## config.mk

```make
export PLATFORM = sky130hd
export DESIGN_NAME = pit_timer3
export DESIGN_NICKNAME = d
export VERILOG_FILES = /design/src/rtl/pit_pkg.sv /design/src/rtl/pit_ctrl_decode.sv /design/src/rtl/pit_channel.sv /design/src/rtl/pit_timer3.sv
export SDC_FILE = /design/constraint.sdc
export NUM_CORES = 1
export LEC_CHECK = 0
export BUFFER_PORTS_ARGS = -buffer_cell sky130_fd_sc_hd__buf_2
export CAP_MARGIN = 40
export CORE_AREA = 2 2 148 150
export CTS_BUF_LIST = sky130_fd_sc_hd__clkbuf_2
export CTS_CLUSTER_SIZE = 40
export DETAILED_ROUTE_END_ITERATION = 6
export DIE_AREA = 0 0 150 152
export GPL_TIMING_DRIVEN = 0
export HOLD_SLACK_MARGIN = 0.02
export PLACE_DENSITY_LB_ADDON = 0.12
export SYNTH_ARGS = -nofsm -noshare
export SYNTH_HDL_FRONTEND = slang
export SYNTH_SLANG_ARGS = --single-unit
```

## constraint.sdc

```tcl
create_clock -name clk -period 6.3 [get_ports clk]
set_input_delay 1.89 -clock clk [delete_from_list [all_inputs] [get_ports clk]]
set_output_delay 1.89 -clock clk [all_outputs]
set_load 0.1 [all_outputs]
```

## src/rtl/pit_pkg.sv

```systemverilog
package pit_pkg;

    localparam int BYTE_W  = 8;
    localparam int COUNT_W = 2 * BYTE_W;

    typedef enum logic [2:0] {
        MODE_ONESHOT = 3'd0,
        MODE_RATE    = 3'd2,
        MODE_SQUARE  = 3'd3
    } pit_mode_e;

    typedef struct packed {
        logic [COUNT_W-1:0] cnt;      // ticks left to expiry
        logic [COUNT_W-1:0] period;   // reload value
        logic [COUNT_W-1:0] load;     // value assembled from host bytes
        logic [COUNT_W-1:0] held;     // frozen count
        pit_mode_e          mode;
        logic               run;
        logic               lvl;
        logic               wptr;     // 0: next write is low byte
        logic               rptr;     // 0: next read is low byte
        logic               held_on;
        logic               irq;
    } chan_state_t;

    function automatic logic is_periodic(input pit_mode_e m);
        return (m == MODE_RATE) || (m == MODE_SQUARE);
    endfunction

    function automatic logic mode_ok(input logic [2:0] m);
        return (m == 3'd0) || (m == 3'd2) || (m == 3'd3);
    endfunction

endpackage

```

## src/rtl/pit_ctrl_decode.sv

```systemverilog
module pit_ctrl_decode
    import pit_pkg::*;
#(
    parameter int NUM_CH = 3
) (
    input  logic              wr,
    input  logic              rd,
    input  logic [1:0]        addr,
    input  logic [BYTE_W-1:0] wdata,
    output logic [NUM_CH-1:0] data_we,
    output logic [NUM_CH-1:0] rd_en,
    output logic [NUM_CH-1:0] prog_en,
    output logic [NUM_CH-1:0] latch_en,
    output pit_mode_e         prog_mode
);

    localparam logic [1:0] CTRL_ADDR  = 2'd3;
    localparam logic [1:0] SEL_GROUP  = 2'd3;
    localparam logic [1:0] ACC_LATCH  = 2'd0;
    localparam logic [1:0] ACC_WORD16 = 2'd3;

    logic [1:0] sel;
    logic [1:0] acc;
    logic [2:0] md;
    logic       dec;
    logic       ctrl_wr;

    assign sel       = wdata[7:6];
    assign acc       = wdata[5:4];
    assign md        = wdata[3:1];
    assign dec       = wdata[0];
    assign ctrl_wr   = wr && (addr == CTRL_ADDR);
    assign prog_mode = pit_mode_e'(md);

    always_comb begin
        data_we  = '0;
        rd_en    = '0;
        prog_en  = '0;
        latch_en = '0;
        for (int i = 0; i < NUM_CH; i++) begin
            data_we[i] = wr && (addr == 2'(i));
            rd_en[i]   = rd && (addr == 2'(i));
            if (ctrl_wr) begin
                if (sel == SEL_GROUP) begin
                    // group latch: count bit is active low, one select bit per channel
                    latch_en[i] = !wdata[5] && wdata[i+1];
                end else if (sel == 2'(i)) begin
                    if (acc == ACC_LATCH) begin
                        latch_en[i] = 1'b1;
                    end else if (acc == ACC_WORD16 && !dec && mode_ok(md)) begin
                        prog_en[i] = 1'b1;
                    end
                end
            end
        end
    end

endmodule

```

## src/rtl/pit_channel.sv

```systemverilog
module pit_channel
    import pit_pkg::*;
(
    input  logic              clk,
    input  logic              rst_n,
    input  logic              tick,
    input  logic              data_we,
    input  logic [BYTE_W-1:0] data_in,
    input  logic              rd_en,
    input  logic              prog_en,
    input  pit_mode_e         prog_mode,
    input  logic              latch_en,
    output logic [BYTE_W-1:0] rd_byte,
    output logic              lvl,
    output logic              irq
);

    chan_state_t s_d, s_q;

    logic [COUNT_W-1:0] live_cnt;
    logic [COUNT_W-1:0] shown_cnt;
    logic [COUNT_W-1:0] new_load;
    logic [COUNT_W-1:0] new_period;

    always_comb begin
        if (!s_q.run)                 live_cnt = '0;
        else if (is_periodic(s_q.mode)) live_cnt = s_q.cnt + 1'b1;
        else                          live_cnt = s_q.cnt;
    end

    assign shown_cnt  = s_q.held_on ? s_q.held : live_cnt;
    assign rd_byte    = s_q.rptr ? shown_cnt[COUNT_W-1:BYTE_W] : shown_cnt[BYTE_W-1:0];
    assign new_load   = {data_in, s_q.load[BYTE_W-1:0]};
    assign new_period = is_periodic(s_q.mode) ? new_load - 1'b1 : new_load;

    always_comb begin
        s_d     = s_q;
        s_d.irq = 1'b0;

        // counting
        if (tick && s_q.run) begin
            if (s_q.cnt == 1) begin
                s_d.irq = 1'b1;
                unique case (s_q.mode)
                    MODE_RATE:   s_d.cnt = s_q.period;
                    MODE_SQUARE: begin
                        s_d.cnt = s_q.period;
                        s_d.lvl = ~s_q.lvl;
                    end
                    default: begin
                        s_d.cnt = '0;
                        s_d.run = 1'b0;
                        s_d.lvl = 1'b1;
                    end
                endcase
            end else begin
                s_d.cnt = s_q.cnt - 1'b1;
            end
        end

        // count hold
        if (latch_en && !s_q.held_on) begin
            s_d.held_on = 1'b1;
            s_d.rptr    = 1'b0;
            s_d.held    = live_cnt;
        end

        // host read
        if (rd_en) begin
            s_d.rptr = ~s_q.rptr;
            if (s_q.held_on && s_q.rptr) s_d.held_on = 1'b0;
        end

        // host data write
        if (data_we) begin
            if (!s_q.wptr) begin
                s_d.load[BYTE_W-1:0] = data_in;
                s_d.run              = 1'b0;
                s_d.lvl              = 1'b0;
                s_d.cnt              = '0;
                s_d.wptr             = 1'b1;
            end else begin
                s_d.load   = new_load;
                s_d.period = new_period;
                s_d.cnt    = new_period;
                s_d.run    = (new_period != '0);
                s_d.wptr   = 1'b0;
            end
        end

        if (prog_en) s_d.mode = prog_mode;
    end

    always_ff @(posedge clk) begin
        if (!rst_n) begin
            s_q      <= '0;
            s_q.mode <= MODE_ONESHOT;
        end else begin
            s_q <= s_d;
        end
    end

    assign lvl = s_q.lvl;
    assign irq = s_q.irq;

    // a low-byte write leaves the channel stopped with its level low
    a_r2_low_write_stops: assert property (@(posedge clk) disable iff (!rst_n)
        (data_we && !s_q.wptr) |=> (!s_q.run && !s_q.lvl));

    // once a one-shot channel has expired, its level holds until reloaded
    a_r3_oneshot_level_holds: assert property (@(posedge clk) disable iff (!rst_n)
        (s_q.lvl && s_q.mode == MODE_ONESHOT && !data_we && !prog_en) |=> s_q.lvl);

    // an interrupt pulse follows a tick seen by a running channel
    a_r7_irq_after_tick: assert property (@(posedge clk) disable iff (!rst_n)
        s_q.irq |-> ($past(tick) && $past(s_q.run)));

    // a running channel never holds a zero or out-of-range count
    a_r11_running_count_valid: assert property (@(posedge clk) disable iff (!rst_n)
        s_q.run |-> (s_q.cnt != '0 && s_q.cnt <= s_q.period));

    // the held value does not move while a hold is pending
    a_r8_hold_stable: assert property (@(posedge clk) disable iff (!rst_n)
        s_q.held_on |=> $stable(s_q.held));

endmodule

```

## src/rtl/pit_timer3.sv

```systemverilog
module pit_timer3
    import pit_pkg::*;
#(
    parameter int NUM_CH = 3
) (
    input  logic              clk,
    input  logic              rst_n,
    input  logic              tick,
    input  logic [1:0]        addr,
    input  logic              wr,
    input  logic              rd,
    input  logic [7:0]        wdata,
    output logic [7:0]        rdata,
    output logic [NUM_CH-1:0] out_lvl,
    output logic [NUM_CH-1:0] irq
);

    logic [NUM_CH-1:0] data_we;
    logic [NUM_CH-1:0] rd_en;
    logic [NUM_CH-1:0] prog_en;
    logic [NUM_CH-1:0] latch_en;
    pit_mode_e         prog_mode;
    logic [BYTE_W-1:0] rd_byte [NUM_CH];

    pit_ctrl_decode #(.NUM_CH(NUM_CH)) u_dec (
        .wr       (wr),
        .rd       (rd),
        .addr     (addr),
        .wdata    (wdata),
        .data_we  (data_we),
        .rd_en    (rd_en),
        .prog_en  (prog_en),
        .latch_en (latch_en),
        .prog_mode(prog_mode)
    );

    for (genvar g = 0; g < NUM_CH; g++) begin : g_ch
        pit_channel u_ch (
            .clk      (clk),
            .rst_n    (rst_n),
            .tick     (tick),
            .data_we  (data_we[g]),
            .data_in  (wdata),
            .rd_en    (rd_en[g]),
            .prog_en  (prog_en[g]),
            .prog_mode(prog_mode),
            .latch_en (latch_en[g]),
            .rd_byte  (rd_byte[g]),
            .lvl      (out_lvl[g]),
            .irq      (irq[g])
        );
    end

    always_comb begin
        rdata = '0;
        for (int i = 0; i < NUM_CH; i++) begin
            if (addr == 2'(i)) rdata = rd_byte[i];
        end
    end

    // the control address never returns data
    a_r12_ctrl_reads_zero: assert property (@(posedge clk) disable iff (!rst_n)
        (addr == 2'd3) |-> (rdata == '0));

    // interrupt pulses only appear after a tick cycle
    a_r7_irq_needs_tick: assert property (@(posedge clk) disable iff (!rst_n)
        (irq != '0) |-> $past(tick));

endmodule

```

# After elaboration in Yosys (flattened, before gate mapping)

Index checks and enable logic that the tools add are counted.

Divide/modulo/power cells: 0
Bitwise operators: 9
Order comparisons: 0
Reduce and logical (&&, ||, !) cells: 62
Equality and inequality tests: 21
Muxes and demuxes: 96
Shift-type cells: 0
Add/subtract/negate cells: 9
Multipliers: 0

Operators with widths:

| kind                                                                    | count |
|---|---|
| 16-bit two-way mux                                                      | 24 |
| 48-bit two-way mux                                                      | 3 |
| 16-bit by 1-bit subtractor with 16-bit output (second input constant)   | 6 |
| 24-bit two-way mux                                                      | 3 |
| 8-bit two-way mux                                                       | 9 |
| 16-bit by 1-bit adder with 16-bit output (second input constant)        | 3 |
| 16-bit by 1-bit equality test with 1-bit output (second input constant) | 3 |
| 16-bit nonzero test                                                     | 3 |
| 1-bit two-way mux                                                       | 39 |
| 3-bit by 2-bit equality test with 1-bit output (second input constant)  | 8 |
| 2-bit two-way mux                                                       | 12 |
| 1-bit logical AND                                                       | 21 |
| 2-bit AND reduction                                                     | 9 |
| 2-bit nonzero test                                                      | 9 |
| 2-bit equality test (second input constant)                             | 5 |
| 3-bit two-way mux                                                       | 3 |
| 1-bit NOT                                                               | 9 |
| 3-bit AND reduction                                                     | 3 |
| 2-bit zero test                                                         | 3 |
| 2-bit by 1-bit != test with 1-bit output (second input constant)        | 3 |
| 1-bit case mux with 2 select lines                                      | 3 |
| 2-bit OR reduction                                                      | 3 |
| 1-bit zero test                                                         | 5 |
| 1-bit logical OR                                                        | 5 |
| 2 further kinds                                                         | 3 |

Memory bits (read-only): 0
Bits in writable memories: 0
Memories: 0
Bits in latches: 0
Register bits after elaboration: 219
Input bits: 15
Word-level logic and storage cells: 233

# Depth between registers and ports, before layout

Depth in word-level cells: 9
Mapped depth: 10

# Hierarchy

A second synthesis with hierarchy kept.

Cells, all modules: 1,603
Area, all modules: 12,533.3 µm²

Modules (own cells, without submodules):

| module                         | sequential area each (µm²) | cells an instance | instances | area each (µm²) |
|---|---|---|---|---|
| pit_channel (g_ch[0].u_ch ...) | 1,301.2                    | 523               | 2         | 4,126.5 |
| pit_channel (g_ch[2].u_ch)     | 1,301.2                    | 508               | 1         | 3,866.2 |
| pit_ctrl_decode                | 0.0                        | 29                | 1         | 216.5 |
| pit_timer3                     | 0.0                        | 20                | 1         | 197.7 |

# Worst setup path before layout

No wires, ideal clock.

Kind: input -> output
From: input addr[0]
To: output rdata[3]
Stages on the path: 5
Path slack: -0.683 ns
Data required time: 4.410 ns
Arrival: 5.093 ns
Cells stage by stage: buf_2 -> nor2b_1 -> o21ai_0 -> a211o_1 -> a311oi_1

Cells in the longest elaborated chain, start to end: 4

RTL lines:

| what                            | RTL line         | text |
|---|---|---|
| start: declaration              | pit_timer3.sv:9  | `input logic [1:0] addr,` |
| 2-bit zero test                 | pit_timer3.sv:57 | `if (addr == 2'(i)) rdata = rd_byte[i];` |
| 8-bit two-way mux (2 in series) | pit_timer3.sv:57 |  |
| 8-bit two-way mux (*)           | pit_timer3.sv:57 |  |
| end: declaration                | pit_timer3.sv:13 | `output logic [7:0] rdata,` |

Mark *: on every way between the ends. The rest lies on a longest branch, timed or not.

# Worst setup path after layout

From: register g_ch[0].u_ch.s_q[7] in the netlist's numbering
To: output rdata[1]

Cells in the longest elaborated chain, start to end: 9

RTL lines:

| what                                           | RTL line          | text |
|---|---|---|
| start: declaration                             | pit_channel.sv:18 | `chan_state_t s_d, s_q;` |
| 3-bit by 2-bit equality test with 1-bit output | pit_pkg.sv:27     | `return (m == MODE_RATE) \|\| (m == MODE_SQUARE);` |
| 1-bit logical OR (*)                           | pit_pkg.sv:27     |  |
| 16-bit two-way mux (*)                         | pit_channel.sv:27 | `else if (is_periodic(s_q.mode)) live_cnt = s_q.cnt + 1'b1;` |
| 16-bit two-way mux (*)                         | pit_channel.sv:26 | `if (!s_q.run) live_cnt = '0;` |
| 16-bit two-way mux (*)                         | pit_channel.sv:31 | `assign shown_cnt = s_q.held_on ? s_q.held : live_cnt;` |
| 8-bit two-way mux (*)                          | pit_channel.sv:32 | `assign rd_byte = s_q.rptr ? shown_cnt[COUNT_W-1:BYTE_W] : shown_cnt[BYTE_W-1:0];` |
| 8-bit two-way mux (*) (3 in series)            | pit_timer3.sv:57  |  |

Marks and branches as above.

==> qor.yml <==
status:
  status: "finished, final reports clean"
finish:
  final_cells: 1962
  drive_gt1_share_pct: 6.86
  area_growth_pct: 6.42
  layout.nets: 1691
  utilization_pct: 59.6
floorplanning:
  io_pins: 29
  die-area_mm2: 0.0228
  dieHeight_um: 152
  core-area_mm2: 0.0214
  start_util_pct: 56.0
  rows: 54
  die_x_um: 150
drt:
  wl_um: 42400
  vias_per_cell: 6.46
  top_layer_used: "met4"
  wl_met3_um: 4560
  vias: 12700
  dr_wl_met2_um: 18300
  routedWlPerCell_um: 21.6
  drc_errors: 0
  wl_met1_um: 17400
  antenna_left: 0
  firstDrtPassIters: 7
  drtIter0Drc: 1363
critical_path:
  required_ns: 4.41
  cpMaxStageDelayCell: "clkbuf_1"
  path_cells: "clkbuf_1, nor2b_1, clkbuf_1, mux2i_1, o31ai_1, o21ai_0, a31oi_1, a211o_1, buf_2"
  cp_slowest_stage_delay_ns: 0.50
  endpoint_kind: "output pin"
  crit_path_start_kind: "flop"
  crit_type: "flop to output pin"
  path_common_cell: "clkbuf_1"
  crit_arrival_ns: 4.19
  critPathMaxFanout: 10
  reg2reg_slack_ns: 3.55
synthesis:
  synth.top_cells.by_count: "228 x nand2_1, 195 x dfxtp_1, 173 x nor2_1, 135 x a21oi_1, 109 x clkbuf_1"
  async_flop_share_pct: 0
  yosysWarnings: 0
  synth_fp_nets: 1648
  synth.largest_area_cell: "dfxtp_1"
  synthDistinctLibCells: 78
  synth_edf_count: 0
  ys_seq_elements: 195
  yosysMostFrequentCell: "nand2_1"
  ys_seq_area_share_pct: 32.6
  synthCells: 1621
  ys.flop_type: "dfxtp_1"
  synthTopCellsByArea: "dfxtp_1 33%, nand2_1 7.2%, a21oi_1 5.7%, nor2_1 5.4%, xnor2_1 4.8%"
  netlist_area_mm2: 0.0120
  yosysTopAreaCellShare_pct: 32.6
  syn_avg_cell_area_um2: 7.38
timing:
  fin_crit_sh_pct: 96.4
  finalSetupViolations: 0
  slew_viol_final: 0
  rsz0062_at_grt: "false"
  tightestPinTransition_ns: 0.902
  skew_ns: 0.0551
  setup-tns-final_ns: 0
  fin_crit_ns: 6.08
  hold_violations: 0
  worst_hold_slack_ns: 0.470
  max_slew_margin_pct: 39.0
  fmax_ghz: 0.165
global_routing:
  grt_pass1_vias: 11500
  track_usage_pct: 36.8
  gr-total-overflow: 0
  antenna_found_initial: 1
  grt_pass1_wl_um: 65400
  grt_max_degree: 20
cts:
  cts.clk_slew.worst_paths_ns: 0.33
  cts_buffers: 17
  cts.path.max_buffers: 2
  htree_levels: 4
  clock-sinks: 195
  cts-root-buf: "clkbuf_2"
  worstSkewPairLatency_ns: 0.84
  hold_buffers: 0
  cts_setup_buffers: 0
  cts_tree: "done"
  cts_resized: 0
placed_design:
  port_buffers: 21
  place.gp.congestion: 1.01
  dp_hpwl_um: 31500
  placed_cells: 1925
flow_run:
  cap_viol_max_count: 0
hold_path:
  hold_class: "flop to flop"
power_and_ir_drop:
  power.total_mw: 2.39
  peakVddDrop_uv: 131
  powerDensity_mw_per_mm2: 188
  cellLeakagePower_nw: 4.31
==> routing by layer <==
layer	up-vias	track usage, %
met3	140	6.85
li1	5899	-
met2	743	54.6
met4	0	16.2
met5	-	0
met1	5883	52.0
==> cells by family (layout without fill, tap and decap cells) <==
family / Yosys count / count (layout) / synth area share (%)
other: 0 / 5 / 0
DFF: 195 / 195 / 32.6
and+or+nand+nor: 697 / 697 / 28.3
xor gates and xnor gates: 107 / 107 / 7.84
muxes: 12 / 12 / 1.08
buffers and inverters: 176 / 232 / 6.05
adders and majority gates: 12 / 12 / 1.26
AOI/OAI and AO/OA: 422 / 422 / 22.8
==> final timing paths <==
kind | from | endpoint | cells past startpoint
max | g_ch[0].u_ch.s_q[7] | rdata[1] | 9
min | g_ch[2].u_ch.s_q[43] | g_ch[2].u_ch.s_q[43] | 2
max reg2reg | g_ch[0].u_ch.s_q[63] | g_ch[0].u_ch.s_q[64] | 8
min reg2reg | g_ch[2].u_ch.s_q[43] | g_ch[2].u_ch.s_q[43] | 2
==> report_power, final <==
group	internal (mW)	switching [mW]	total (mW)
logic	0.132	0.297	0.429
registers	1.26	0.0203	1.28
clock network	0.168	0.509	0.677
total	1.56	0.826	2.39
==> sequential cells by signal, indices dropped and copies added (netlist names) <==
| register | flops |
|---|---|
| g_ch.u_ch.lvl | 3 |
| g_ch.u_ch.irq | 3 |
| g_ch.u_ch.new_load | 24 |
| g_ch.u_ch.s_q | 165 |
==> metrics by stage <==
step / instance area [µm²] / setup slack [ns]
floorplan: 12000 / 0.172
global placement: 12400 / 0.226
detailed placement: 12500 / 0.268
CTS: 12700 / 0.268
global route: 12700 / 0.0646
finish: 12700 / 0.224
==> critical path: cells and delay by family, from the launching register on <==
family / cells / cell delay (ns)
flops: 1 / 0.38
compound gates: 4 / 1.02
buf+inv: 3 / 1.36
mux: 1 / 0.30
simple gates: 1 / 0.28
==> layout make-up <==
class / count / area (µm²)
fillers: 2119 / 8630
multi-input cells: 1250 / 7350
flip-flops and latches: 195 / 3900
plain buffers: 146 / 611
well taps: 280 / 350
clock inverters: 14 / 159
repair buffers: 24 / 133
inverters: 30 / 113
clock buffers: 18 / 90.1
diodes: 5 / 12.5
==> layout by cell type (no fill, tap or decap), types with 11 or more instances in the layout <==
| cell | instances |
|---|---|
| o21ai_0 | 71 |
| a22oi_1 | 18 |
| and3_1 | 30 |
| clkbuf_2 | 19 |
| a221oi_1 | 12 |
| a211oi_1 | 29 |
| nand2b_1 | 11 |
| nand3b_1 | 15 |
| or3_1 | 14 |
| o211ai_1 | 18 |
| inv_1 | 28 |
| xor2_1 | 42 |
| nand3_1 | 53 |
| clkbuf_1 | 109 |
| o31ai_1 | 17 |
| nor2b_1 | 12 |
| a21oi_1 | 135 |
| xnor2_1 | 65 |
| buf_2 | 41 |
| nor4_1 | 26 |
| nand2_1 | 228 |
| ha_1 | 12 |
| nand4_1 | 26 |
| dfxtp_1 | 195 |
| a31oi_1 | 25 |
| nor3_1 | 53 |
| nor2_1 | 173 |
| o22ai_1 | 15 |
Power figures use the tool's default switching activity.
